### src/rtl/cam_decim_pkg.sv
package cam_decim_pkg;

    localparam int unsigned BIDX_W = 2;
    localparam int unsigned FCNT_W = 2;

    typedef enum logic [1:0] {
        BSEL_ALL     = 2'd0,
        BSEL_HALF    = 2'd1,
        BSEL_QUARTER = 2'd2,
        BSEL_PAIR    = 2'd3
    } bsel_e;

    typedef enum logic [1:0] {
        FRATE_ALL   = 2'd0,
        FRATE_HALF  = 2'd1,
        FRATE_QTR   = 2'd2,
        FRATE_QTR_B = 2'd3
    } frate_e;

    typedef struct packed {
        logic   edge_rise;
        logic   vs_pol;
        logic   hs_pol;
        bsel_e  bsel;
        logic   bphase;
        logic   lsel;
        logic   lphase;
        frate_e frate;
        logic   snapshot;
    } cfg_t;

    typedef struct packed {
        logic sof;
        logic lstart;
        logic lend;
        logic fend;
        logic item;
    } sync_ev_t;

    function automatic logic keep_byte(bsel_e m, logic ph, logic [BIDX_W-1:0] idx);
        logic [BIDX_W-1:0] d;
        logic k;
        d = idx - BIDX_W'(ph);
        case (m)
            BSEL_ALL:     k = 1'b1;
            BSEL_HALF:    k = ~d[0];
            BSEL_QUARTER: k = (d == '0);
            default:      k = ~d[1];
        endcase
        return k;
    endfunction

    function automatic logic keep_line(logic sel, logic ph, logic par);
        return (!sel) || (par == ph);
    endfunction

    function automatic logic keep_frame(frate_e r, logic [FCNT_W-1:0] c);
        logic k;
        case (r)
            FRATE_ALL:  k = 1'b1;
            FRATE_HALF: k = ~c[0];
            default:    k = (c == '0);
        endcase
        return k;
    endfunction

endpackage

### src/rtl/cam_decim_sampler.sv
module cam_decim_sampler #(
    parameter int unsigned DATA_W = 8
) (
    input  logic              clk,
    input  logic              rst,
    input  logic              pix_clk,
    input  logic              pix_vsync,
    input  logic              pix_hsync,
    input  logic [DATA_W-1:0] pix_data,
    input  logic              edge_rise,
    input  logic              vs_pol,
    input  logic              hs_pol,
    output logic              smp_ev,
    output logic              smp_vs_act,
    output logic              smp_hs_act,
    output logic [DATA_W-1:0] smp_data
);

    logic pclk_r, pclk_d, vs_r, hs_r;
    logic [DATA_W-1:0] data_r;

    always_ff @(posedge clk) begin
        if (rst) begin
            pclk_r <= 1'b0;
            pclk_d <= 1'b0;
            vs_r   <= 1'b0;
            hs_r   <= 1'b0;
            data_r <= '0;
        end else begin
            pclk_r <= pix_clk;
            pclk_d <= pclk_r;
            vs_r   <= pix_vsync;
            hs_r   <= pix_hsync;
            data_r <= pix_data;
        end
    end

    // an edge is a change of the sampled clock towards the selected level
    assign smp_ev     = (pclk_r != pclk_d) && (pclk_r == edge_rise);
    assign smp_vs_act = (vs_r == vs_pol);
    assign smp_hs_act = (hs_r == hs_pol);
    assign smp_data   = data_r;

endmodule

### src/rtl/cam_decim_sync.sv
module cam_decim_sync
    import cam_decim_pkg::*;
(
    input  logic     clk,
    input  logic     rst,
    input  logic     ev,
    input  logic     vs_act,
    input  logic     hs_act,
    output sync_ev_t sev,
    output logic     sof_pulse,
    output logic     between_frames,
    output logic     between_lines
);

    logic vs_q, hs_q;

    always_comb begin
        sev.sof    = ev && vs_act && !vs_q;
        sev.lstart = ev && vs_act && hs_act && !hs_q;
        sev.lend   = ev && vs_q && hs_q && !hs_act;
        sev.fend   = ev && vs_q && !vs_act;
        sev.item   = ev && vs_act && hs_act;
    end

    always_ff @(posedge clk) begin
        if (rst) begin
            vs_q           <= 1'b0;
            hs_q           <= 1'b0;
            sof_pulse      <= 1'b0;
            between_frames <= 1'b1;
            between_lines  <= 1'b1;
        end else begin
            sof_pulse <= sev.sof;
            if (ev) begin
                vs_q           <= vs_act;
                hs_q           <= hs_act;
                between_frames <= !vs_act;
                between_lines  <= !hs_act;
            end
        end
    end

endmodule

### src/rtl/cam_decim_ctl.sv
module cam_decim_ctl
    import cam_decim_pkg::*;
(
    input  logic clk,
    input  logic rst,
    input  cfg_t cfg_in,
    input  logic cap_start,
    input  logic cap_stop,
    input  logic ev_sof,
    input  logic ev_fend,
    output cfg_t cfg_q,
    output logic cap_en,
    output logic frame_go,
    output logic frame_act,
    output logic frame_done
);

    logic [FCNT_W-1:0] fcnt;
    logic              keep_f;

    assign keep_f   = keep_frame(cfg_q.frate, fcnt);
    // a frame starting at this pixel is already live for its first item
    assign frame_go = ev_sof ? (cap_en && keep_f) : frame_act;

    always_ff @(posedge clk) begin
        if (rst) begin
            cfg_q      <= '0;
            cap_en     <= 1'b0;
            frame_act  <= 1'b0;
            frame_done <= 1'b0;
            fcnt       <= '0;
        end else begin
            frame_done <= ev_fend && frame_act;
            if (!cap_en && !frame_act)
                cfg_q <= cfg_in;

            if (ev_sof) begin
                frame_act <= cap_en && keep_f;
                if (cap_en)
                    fcnt <= fcnt + 1'b1;
            end else if (ev_fend) begin
                frame_act <= 1'b0;
            end

            if (cap_start && !cap_en) begin
                cap_en <= 1'b1;
                fcnt   <= '0;
            end else if (cap_stop) begin
                cap_en <= 1'b0;
            end else if (ev_fend && frame_act && cfg_q.snapshot) begin
                cap_en <= 1'b0;
            end
        end
    end

endmodule

### src/rtl/cam_decim_sel.sv
module cam_decim_sel
    import cam_decim_pkg::*;
#(
    parameter int unsigned DATA_W = 8
) (
    input  logic              clk,
    input  logic              rst,
    input  logic              ev_item,
    input  logic              ev_sof,
    input  logic              ev_lstart,
    input  logic              ev_lend,
    input  logic [DATA_W-1:0] in_data,
    input  logic              frame_go,
    input  logic              frame_act,
    input  bsel_e             bsel,
    input  logic              bphase,
    input  logic              lsel,
    input  logic              lphase,
    output logic              out_valid,
    output logic [DATA_W-1:0] out_data,
    output logic              eol_pulse
);

    logic [BIDX_W-1:0] bidx, idx_eff;
    logic              lpar, par_eff, take;

    always_comb begin
        idx_eff = ev_lstart ? '0 : bidx;
        par_eff = ev_sof ? 1'b0 : lpar;
        take    = ev_item && frame_go
                  && keep_line(lsel, lphase, par_eff)
                  && keep_byte(bsel, bphase, idx_eff);
    end

    always_ff @(posedge clk) begin
        if (rst) begin
            bidx      <= '0;
            lpar      <= 1'b0;
            out_valid <= 1'b0;
            out_data  <= '0;
            eol_pulse <= 1'b0;
        end else begin
            out_valid <= take;
            if (take)
                out_data <= in_data;
            eol_pulse <= ev_lend && frame_act && keep_line(lsel, lphase, lpar);
            if (ev_sof)
                lpar <= 1'b0;
            else if (ev_lend)
                lpar <= ~lpar;
            if (ev_item)
                bidx <= idx_eff + 1'b1;
        end
    end

endmodule

### src/rtl/cam_decim.sv
module cam_decim
    import cam_decim_pkg::*;
#(
    parameter int unsigned DATA_W = 8
) (
    input  logic              clk,
    input  logic              rst,
    input  logic              pix_clk,
    input  logic              pix_vsync,
    input  logic              pix_hsync,
    input  logic [DATA_W-1:0] pix_data,
    input  logic              cfg_edge_rise,
    input  logic              cfg_vs_pol,
    input  logic              cfg_hs_pol,
    input  logic [1:0]        cfg_byte_sel,
    input  logic              cfg_byte_phase,
    input  logic              cfg_line_sel,
    input  logic              cfg_line_phase,
    input  logic [1:0]        cfg_frame_rate,
    input  logic              cfg_snapshot,
    input  logic              cap_start,
    input  logic              cap_stop,
    output logic              cap_en,
    output logic              out_valid,
    output logic [DATA_W-1:0] out_data,
    output logic              sof_pulse,
    output logic              eol_pulse,
    output logic              frame_done,
    output logic              between_frames,
    output logic              between_lines
);

    cfg_t              cfg_in, cfg_q;
    sync_ev_t          sev;
    logic              smp_ev, smp_vs_act, smp_hs_act;
    logic [DATA_W-1:0] smp_data;
    logic              frame_go, frame_act;

    always_comb begin
        cfg_in.edge_rise = cfg_edge_rise;
        cfg_in.vs_pol    = cfg_vs_pol;
        cfg_in.hs_pol    = cfg_hs_pol;
        cfg_in.bsel      = bsel_e'(cfg_byte_sel);
        cfg_in.bphase    = cfg_byte_phase;
        cfg_in.lsel      = cfg_line_sel;
        cfg_in.lphase    = cfg_line_phase;
        cfg_in.frate     = frate_e'(cfg_frame_rate);
        cfg_in.snapshot  = cfg_snapshot;
    end

    cam_decim_sampler #(.DATA_W(DATA_W)) u_smp (
        .clk        (clk),
        .rst        (rst),
        .pix_clk    (pix_clk),
        .pix_vsync  (pix_vsync),
        .pix_hsync  (pix_hsync),
        .pix_data   (pix_data),
        .edge_rise  (cfg_q.edge_rise),
        .vs_pol     (cfg_q.vs_pol),
        .hs_pol     (cfg_q.hs_pol),
        .smp_ev     (smp_ev),
        .smp_vs_act (smp_vs_act),
        .smp_hs_act (smp_hs_act),
        .smp_data   (smp_data)
    );

    cam_decim_sync u_sync (
        .clk            (clk),
        .rst            (rst),
        .ev             (smp_ev),
        .vs_act         (smp_vs_act),
        .hs_act         (smp_hs_act),
        .sev            (sev),
        .sof_pulse      (sof_pulse),
        .between_frames (between_frames),
        .between_lines  (between_lines)
    );

    cam_decim_ctl u_ctl (
        .clk        (clk),
        .rst        (rst),
        .cfg_in     (cfg_in),
        .cap_start  (cap_start),
        .cap_stop   (cap_stop),
        .ev_sof     (sev.sof),
        .ev_fend    (sev.fend),
        .cfg_q      (cfg_q),
        .cap_en     (cap_en),
        .frame_go   (frame_go),
        .frame_act  (frame_act),
        .frame_done (frame_done)
    );

    cam_decim_sel #(.DATA_W(DATA_W)) u_sel (
        .clk       (clk),
        .rst       (rst),
        .ev_item   (sev.item),
        .ev_sof    (sev.sof),
        .ev_lstart (sev.lstart),
        .ev_lend   (sev.lend),
        .in_data   (smp_data),
        .frame_go  (frame_go),
        .frame_act (frame_act),
        .bsel      (cfg_q.bsel),
        .bphase    (cfg_q.bphase),
        .lsel      (cfg_q.lsel),
        .lphase    (cfg_q.lphase),
        .out_valid (out_valid),
        .out_data  (out_data),
        .eol_pulse (eol_pulse)
    );

endmodule

### config.mk
export PLATFORM = sky130hd
export DESIGN_NAME = cam_decim
export DESIGN_NICKNAME = d
export VERILOG_FILES = /design/src/rtl/cam_decim_pkg.sv /design/src/rtl/cam_decim_sampler.sv /design/src/rtl/cam_decim_sync.sv /design/src/rtl/cam_decim_ctl.sv /design/src/rtl/cam_decim_sel.sv /design/src/rtl/cam_decim.sv
export SDC_FILE = /design/constraint.sdc
export NUM_CORES = 1
export LEC_CHECK = 0
export CORE_ASPECT_RATIO = 0.8
export CORE_UTILIZATION = 45
export CTS_CLUSTER_SIZE = 10
export DETAILED_ROUTE_END_ITERATION = 8
export PLACE_DENSITY = 0.75
export RECOVER_POWER = 50
export REMOVE_ABC_BUFFERS = 1
export SLEW_MARGIN = 10
export SYNTH_ARGS = -nofsm -noshare
export SYNTH_HDL_FRONTEND = slang
export SYNTH_SLANG_ARGS = --single-unit
### constraint.sdc
create_clock -name clk -period 2.4 [get_ports clk]
set_clock_uncertainty 0.15 [all_clocks]
set_input_delay 0.24 -clock clk [delete_from_list [all_inputs] [get_ports clk]]
set_output_delay 0.24 -clock clk [all_outputs]
set_load 0.02 [all_outputs]
; After elaboration in Yosys (flattened, before gate mapping)
; Index checks and enable logic that the tools add are counted.
[totals]
ff_bits = 46
inputBits = 26
out_inout_bits = 15
word_cells = 91
[classes]
addsub = 3
n_eq_ne = 9
n_mux = 10
bitwise = 4
reduce_logical = 37
[ops]
columns = operator, count
row1 = 1-bit logical AND, 19
row2 = 2-bit zero test, 4
row3 = 1-bit zero test, 7
row4 = 1-bit 2-to-1 mux, 7
row5 = 1-bit == test, 5
row6 = 2-bit by 1-bit adder with 2-bit output (second input constant), 2
row7 = 2-bit by 1-bit == test with 1-bit output (second input constant), 2
row8 = 1-bit inverter, 4
row9 = 2-bit OR reduction, 2
row10 = 1-bit case mux with 3 select lines, 1
row11 = 3-bit nonzero test, 1
row12 = 2-bit == test (second input constant), 1
row13 = 1-bit logical OR, 2
row14 = 2-bit 2-to-1 mux, 1
row15 = 1-bit case mux with 2 select lines, 1
row16 = 2-bit AND reduction, 1
row17 = 2-bit nonzero test, 1
row18 = 2-bit by 1-bit subtractor with 2-bit output, 1
row19 = 1-bit inequality test, 1

; Longest topological paths before layout
[logic_depth]
ltp_word = 10
depth_mapped = 9
ltp_nobuf = 8

; Cells and area by module
; From an unflattened synthesis, not the netlist that was laid out.
[hier_totals]
hier_cells = 195
hier_area_um2 = 1851.8
[modules_own_cells]
columns = module, n_inst, cells_each, area_per_inst_um2, seq_area_each_um2
row1 = cam_decim_sel, 1, 65, 624.3, 260.2
row2 = cam_decim_ctl, 1, 78, 618.1, 320.3
row3 = cam_decim_sampler, 1, 30, 406.6, 240.2
row4 = cam_decim_sync, 1, 22, 202.7, 100.1

; Least setup slack after synthesis
; Ideal clock, no wire load.
[synth_path]
path_kind = flip-flop to flip-flop
start = register, netlist name u_ctl.cfg_q[10]
end = register u_sel.out_data[0]
setup_time_ps = 72
arrival_ps = 2274
t_required_ps = 2178
path_slack_ps = -95
stages_incl_launch_ff = 10
n_path_buf = 1
period_less_slack_ps = 2495
cell_sequence = dfxtp_1 > or3b_4 > a211o_1 > o21ai_0 > ha_1 > and3b_1 > o22a_1 > nor4_2 > buf_6 > mux2i_1
[synth_via]
elab_chain_len = 10
word_cells_on_any_way = 19
classes_between = add/sub (1) / eq/ne (2) / mux (4) / bitwise (2) / reduce/logical (10)
[synth_rtl]
columns = element, line_no
row1 = 1-bit == test *, cam_decim_sampler.sv:39  ; assign smp_ev = (pclk_r != pclk_d) && (pclk_r == edge_rise);
row2 = 1-bit logical AND *, cam_decim_sampler.sv:39
row3 = 1-bit logical AND *, "cam_decim_sync.sv:18, cam_decim_sync.sv:19, cam_decim_sync.sv:22"
row4 = 1-bit logical AND, "cam_decim_sync.sv:19, cam_decim_sync.sv:22"
row5 = 1-bit logical AND, cam_decim_sync.sv:19  ; sev.lstart = ev && vs_act && hs_act && !hs_q;
row6 = 2-bit 2-to-1 mux, cam_decim_sel.sv:28  ; idx_eff = ev_lstart ? '0 : bidx;
row7 = 2-bit by 1-bit subtractor with 2-bit output, cam_decim_pkg.sv:43  ; d = idx - BIDX_W'(ph);
row8 = 2-bit zero test (tied with other cells), cam_decim_pkg.sv:47  ; BSEL_QUARTER: k = (d == '0);
row9 = 1-bit case mux with 3 select lines, cam_decim_pkg.sv:44  ; case (m)
row10 = 1-bit logical AND *, cam_decim_sel.sv:32  ; && keep_byte(bsel, bphase, idx_eff);
row11 = end signal: assignment, cam_decim_sel.sv:45  ; out_data <= in_data;
row12 = end: declaration, cam_decim_sel.sv:20  ; output logic [DATA_W-1:0] out_data,
; Every way passes the cells marked *; elsewhere a longest branch is shown, timed or not.
; A chain may end at the register's enable or synchronous reset.

; Worst setup path in the final report
[layout_path]
start = register u_smp.pclk_d
end = register u_sel.out_data[5]
[layout_via]
elab_chain_len = 10
word_cells_on_any_way = 19
classes_between = add/sub (1) / eq/ne (2) / mux (4) / bitwise (2) / reduce/logical (10)
[layout_rtl]
columns = element, line_no
row1 = start: declaration, cam_decim_sampler.sv:19  ; logic pclk_r, pclk_d, vs_r, hs_r;
row2 = start signal: assignment, cam_decim_sampler.sv:31  ; pclk_d <= pclk_r;
row3 = 1-bit inequality test *, cam_decim_sampler.sv:39
row4 = 1-bit logical AND *, cam_decim_sampler.sv:39
row5 = 1-bit logical AND *, "cam_decim_sync.sv:18, cam_decim_sync.sv:19, cam_decim_sync.sv:22"
row6 = 1-bit logical AND, "cam_decim_sync.sv:19, cam_decim_sync.sv:22"
row7 = 1-bit logical AND, cam_decim_sync.sv:19
row8 = 2-bit 2-to-1 mux, cam_decim_sel.sv:28
row9 = 2-bit by 1-bit subtractor with 2-bit output, cam_decim_pkg.sv:43
row10 = 2-bit zero test (tied with other cells), cam_decim_pkg.sv:47
row11 = 1-bit case mux with 3 select lines, cam_decim_pkg.sv:44
row12 = 1-bit logical AND *, cam_decim_sel.sv:32
; Marks and branches as above.

==> results.cfg <==
[cts]
cts_tree = yes
worstSkewPairLatency_ns = 0.30
cts_sinks = 46
cts_buffer_depth = 2
cts-root-buf = clkbuf_8
numCtsBuffers = 5
hold_buffers = 0
clkTransAtPathRegs_ns = 0.08
cts_htree_levels = 2

[sta]
final_max_slew_viol_count = 0
max_freq_mhz = 387
slew_headroom = 0.285
min_period_over_period = 1.08
worst_slack_ns = -0.184
rsz0062_at_grt = yes
hold_violations = 0
finalCriticalPeriod_ns = 2.58
worst_pin_slew_ns = 1.07
fin_hold_ws_ns = 0.308
finalSetupViolations = 9

[critical_path]
crit_arrival_ns = 2.66
cp-start-kind = register
r2r-start = u_smp.pclk_d
worst-endpoint-required_ns = 2.48
path_class = reg2reg
crit_fanout = 5
rr_endpoint = u_sel.out_data[5]
ff2ff_setup_slack_ns = -0.18
cp-end-kind = register
worst_r2r_path_depth = 9

[cells_and_area]
final_cell_mix = dfxtp_1, nand2_1, clkdlybuf4s50_1
multi_input_area_um2 = 911
drive_above_1_share = 0.109
final_common_cell = dfxtp_1
nets = 284
seq_area_um2 = 922
final.fill_count = 370
diodes = 0
final_area_um2 = 2530
synthToLayoutAreaGrowth_pct = 34.5

[placed_design]
place_congestion = 0.794
detailed_place_hpwl_mm = 2.66
preCtsSetupSlack_ns = -0.248
post_dp_cell_area_um2 = 2420
io_buffers = 40

[power]
switching_power_w = 0.000364
ir_worst_vdd_mv = 0.324
sw_frac_of_total = 0.244
internal_power_w = 0.00113
power_frac_seq = 0.549
p_comb_frac = 0.126
power_density_nw_per_um2 = 592
p_clk_frac = 0.325
p_leak_nw = 0.967

[worst_hold_path]
hp-start = u_smp.smp_data[0]
holdPathEnd = u_sel.out_data[0]
hp-class = reg2reg
hold_depth = 2

[drt]
wl_per_cell_um = 11.9
drtPass1Iterations = 4
drc = 0
ant_nets = 0
vias_per_cell = 4.92
vias = 1536
dr.first_iter.drc_count = 110
drt-total-wl_mm = 3.71

[floorplan]
rows = 20
io_pins = 41
fp.dieW_um = 74.3
die_y_um = 59.8
dieArea_um2 = 4440
core_area_um2 = 3900
initial_core_util = 0.482

[global_route]
gr-usage-met3 = 0.0455
top_usage_layer = met2
grt_pass1_vias = 1351
met1_usage = 0.270
grtUsageTotal = 0.193
overflow = 0
use_met2 = 0.278
grt_max_degree = 31
antenna_found_initial = 0
grt_pass1_wl_mm = 6.21

[synthesis]
synth_cell_types = 40
synth_cells = 204
synth_edf_count = 0
yosysWarnings = 0
ys_seq_area_frac = 0.490
syn_area_per_cell_um2 = 9.22
async_flop_share = 0
ys.flop_type = dfxtp_1
synth_area_um2 = 1880
ys_ff_latch = 46

[job]
cap_violations = 0

[outcome]
violations = negative setup slack
status = finished, violations left
## cells by family after synthesis
kind of cell	count (synthesis)	synth area share
AOI/OAI and AO/OA	36	0.122
xor gates and xnor gates	5	0.0233
adders and majority gates	2	0.0133
buffers and inverters	15	0.0339
DFF	46	0.490
muxes	9	0.0479
and+or+nand+nor	91	0.270
## flip-flops by register name (all words and copies together) (netlist names), 2 cells and up
register	flops
u_ctl.fcnt	2
u_sel.bidx	2
u_sel.out_data	8
u_smp.smp_data	8
u_ctl.cfg_q	11
## worst max-delay path, stage by stage (launching register included)
cell	delay, ns
dfxtp_2	0.33
or3b_4	0.38
a211o_1	0.30
o21ai_2	0.13
ha_2	0.18
and3b_1	0.18
o22a_1	0.20
nor4_4	0.30
buf_6	0.19
mux2i_1	0.19
## final cells by class
| cell class | count | share of cell area |
|---|---|---|
| clock buffers | 6 | 0.0327 |
| clock inverters | 2 | 0.00495 |
| flip-flops and latches | 46 | 0.365 |
| well taps | 55 | 0.0272 |
| multi-input cells | 143 | 0.360 |
| repair buffers | 56 | 0.204 |
| inverters | 4 | 0.00594 |
## cells in the mapped netlist (all sizes together) (2+ instances only)
cell	count	area (um^2)
o21ai	4	20.0
nand3b	4	30.0
or3	2	12.5
nand2b	19	119
dfxtp	46	921
ha	2	25.0
clkbuf	10	37.5
nor3	5	25.0
mux2i	9	90.1
a21oi	17	85.1
nor2b	15	93.8
nor2	5	18.8
inv	4	15.0
a211oi	3	22.5
and3b	2	17.5
nor3b	2	15.0
and2	2	12.5
nand3	2	10.0
nand2	27	101
xor2	4	35.0
## repair_timing
| action | 4_1_cts | 5_1_grt |
|---|---|---|
| setup endpoints to repair | 9 | 9 |
| setup buffers | 1 | 0 |
| pin swaps | 5 | 3 |
| resized for setup | 7 | 1 |
| gates cloned | 1 | 0 |
## per-layer routing
layer	up-vias	routed length (um)
li1	795	-
met1	699	1960
met2	35	1560
met3	7	112
met4	0	79
met5	-	0
## per-stage QoR
step | util | std cells | TNS, ns | power, W
after floorplan | - | 193 | -4.89 | 0.000920
after global placement | 0.620 | 302 | -1.11 | 0.00102
after detailed placement | 0.620 | 302 | -1.98 | 0.00103
after CTS | 0.652 | 312 | -2.09 | 0.00151
after global routing | 0.648 | 312 | -2.69 | 0.00158
final | 0.648 | 312 | -1.49 | 0.00150
## how the worst max path moves through the flow
stage | cells past startpoint | slack [ns] | start | to
after floorplan | 8 | -0.55 | u_ctl.cfg_q[10] | u_sel.out_data[0]
after global placement | 9 | -0.13 | u_smp.pclk_d | u_sel.out_data[3]
after detailed placement | 9 | -0.25 | u_smp.pclk_d | u_sel.out_data[2]
after CTS | 9 | -0.25 | u_ctl.cfg_q[10] | u_sel.out_data[2]
after global routing | 9 | -0.32 | u_ctl.cfg_q[10] | u_sel.out_data[7]
final | 9 | -0.18 | u_smp.pclk_d | u_sel.out_data[5]
## power by group through the flow
stage | sequential [W] | clock (W) | combinational, W
after floorplan | 0.000840 | 0 | 0.0000801
after global placement | 0.000837 | 0 | 0.000186
after detailed placement | 0.000838 | 0 | 0.000189
after CTS | 0.000821 | 0.000499 | 0.000194
after global routing | 0.000827 | 0.000544 | 0.000208
final | 0.000821 | 0.000487 | 0.000189
Note: power is estimated with default switching activity, not from simulation.
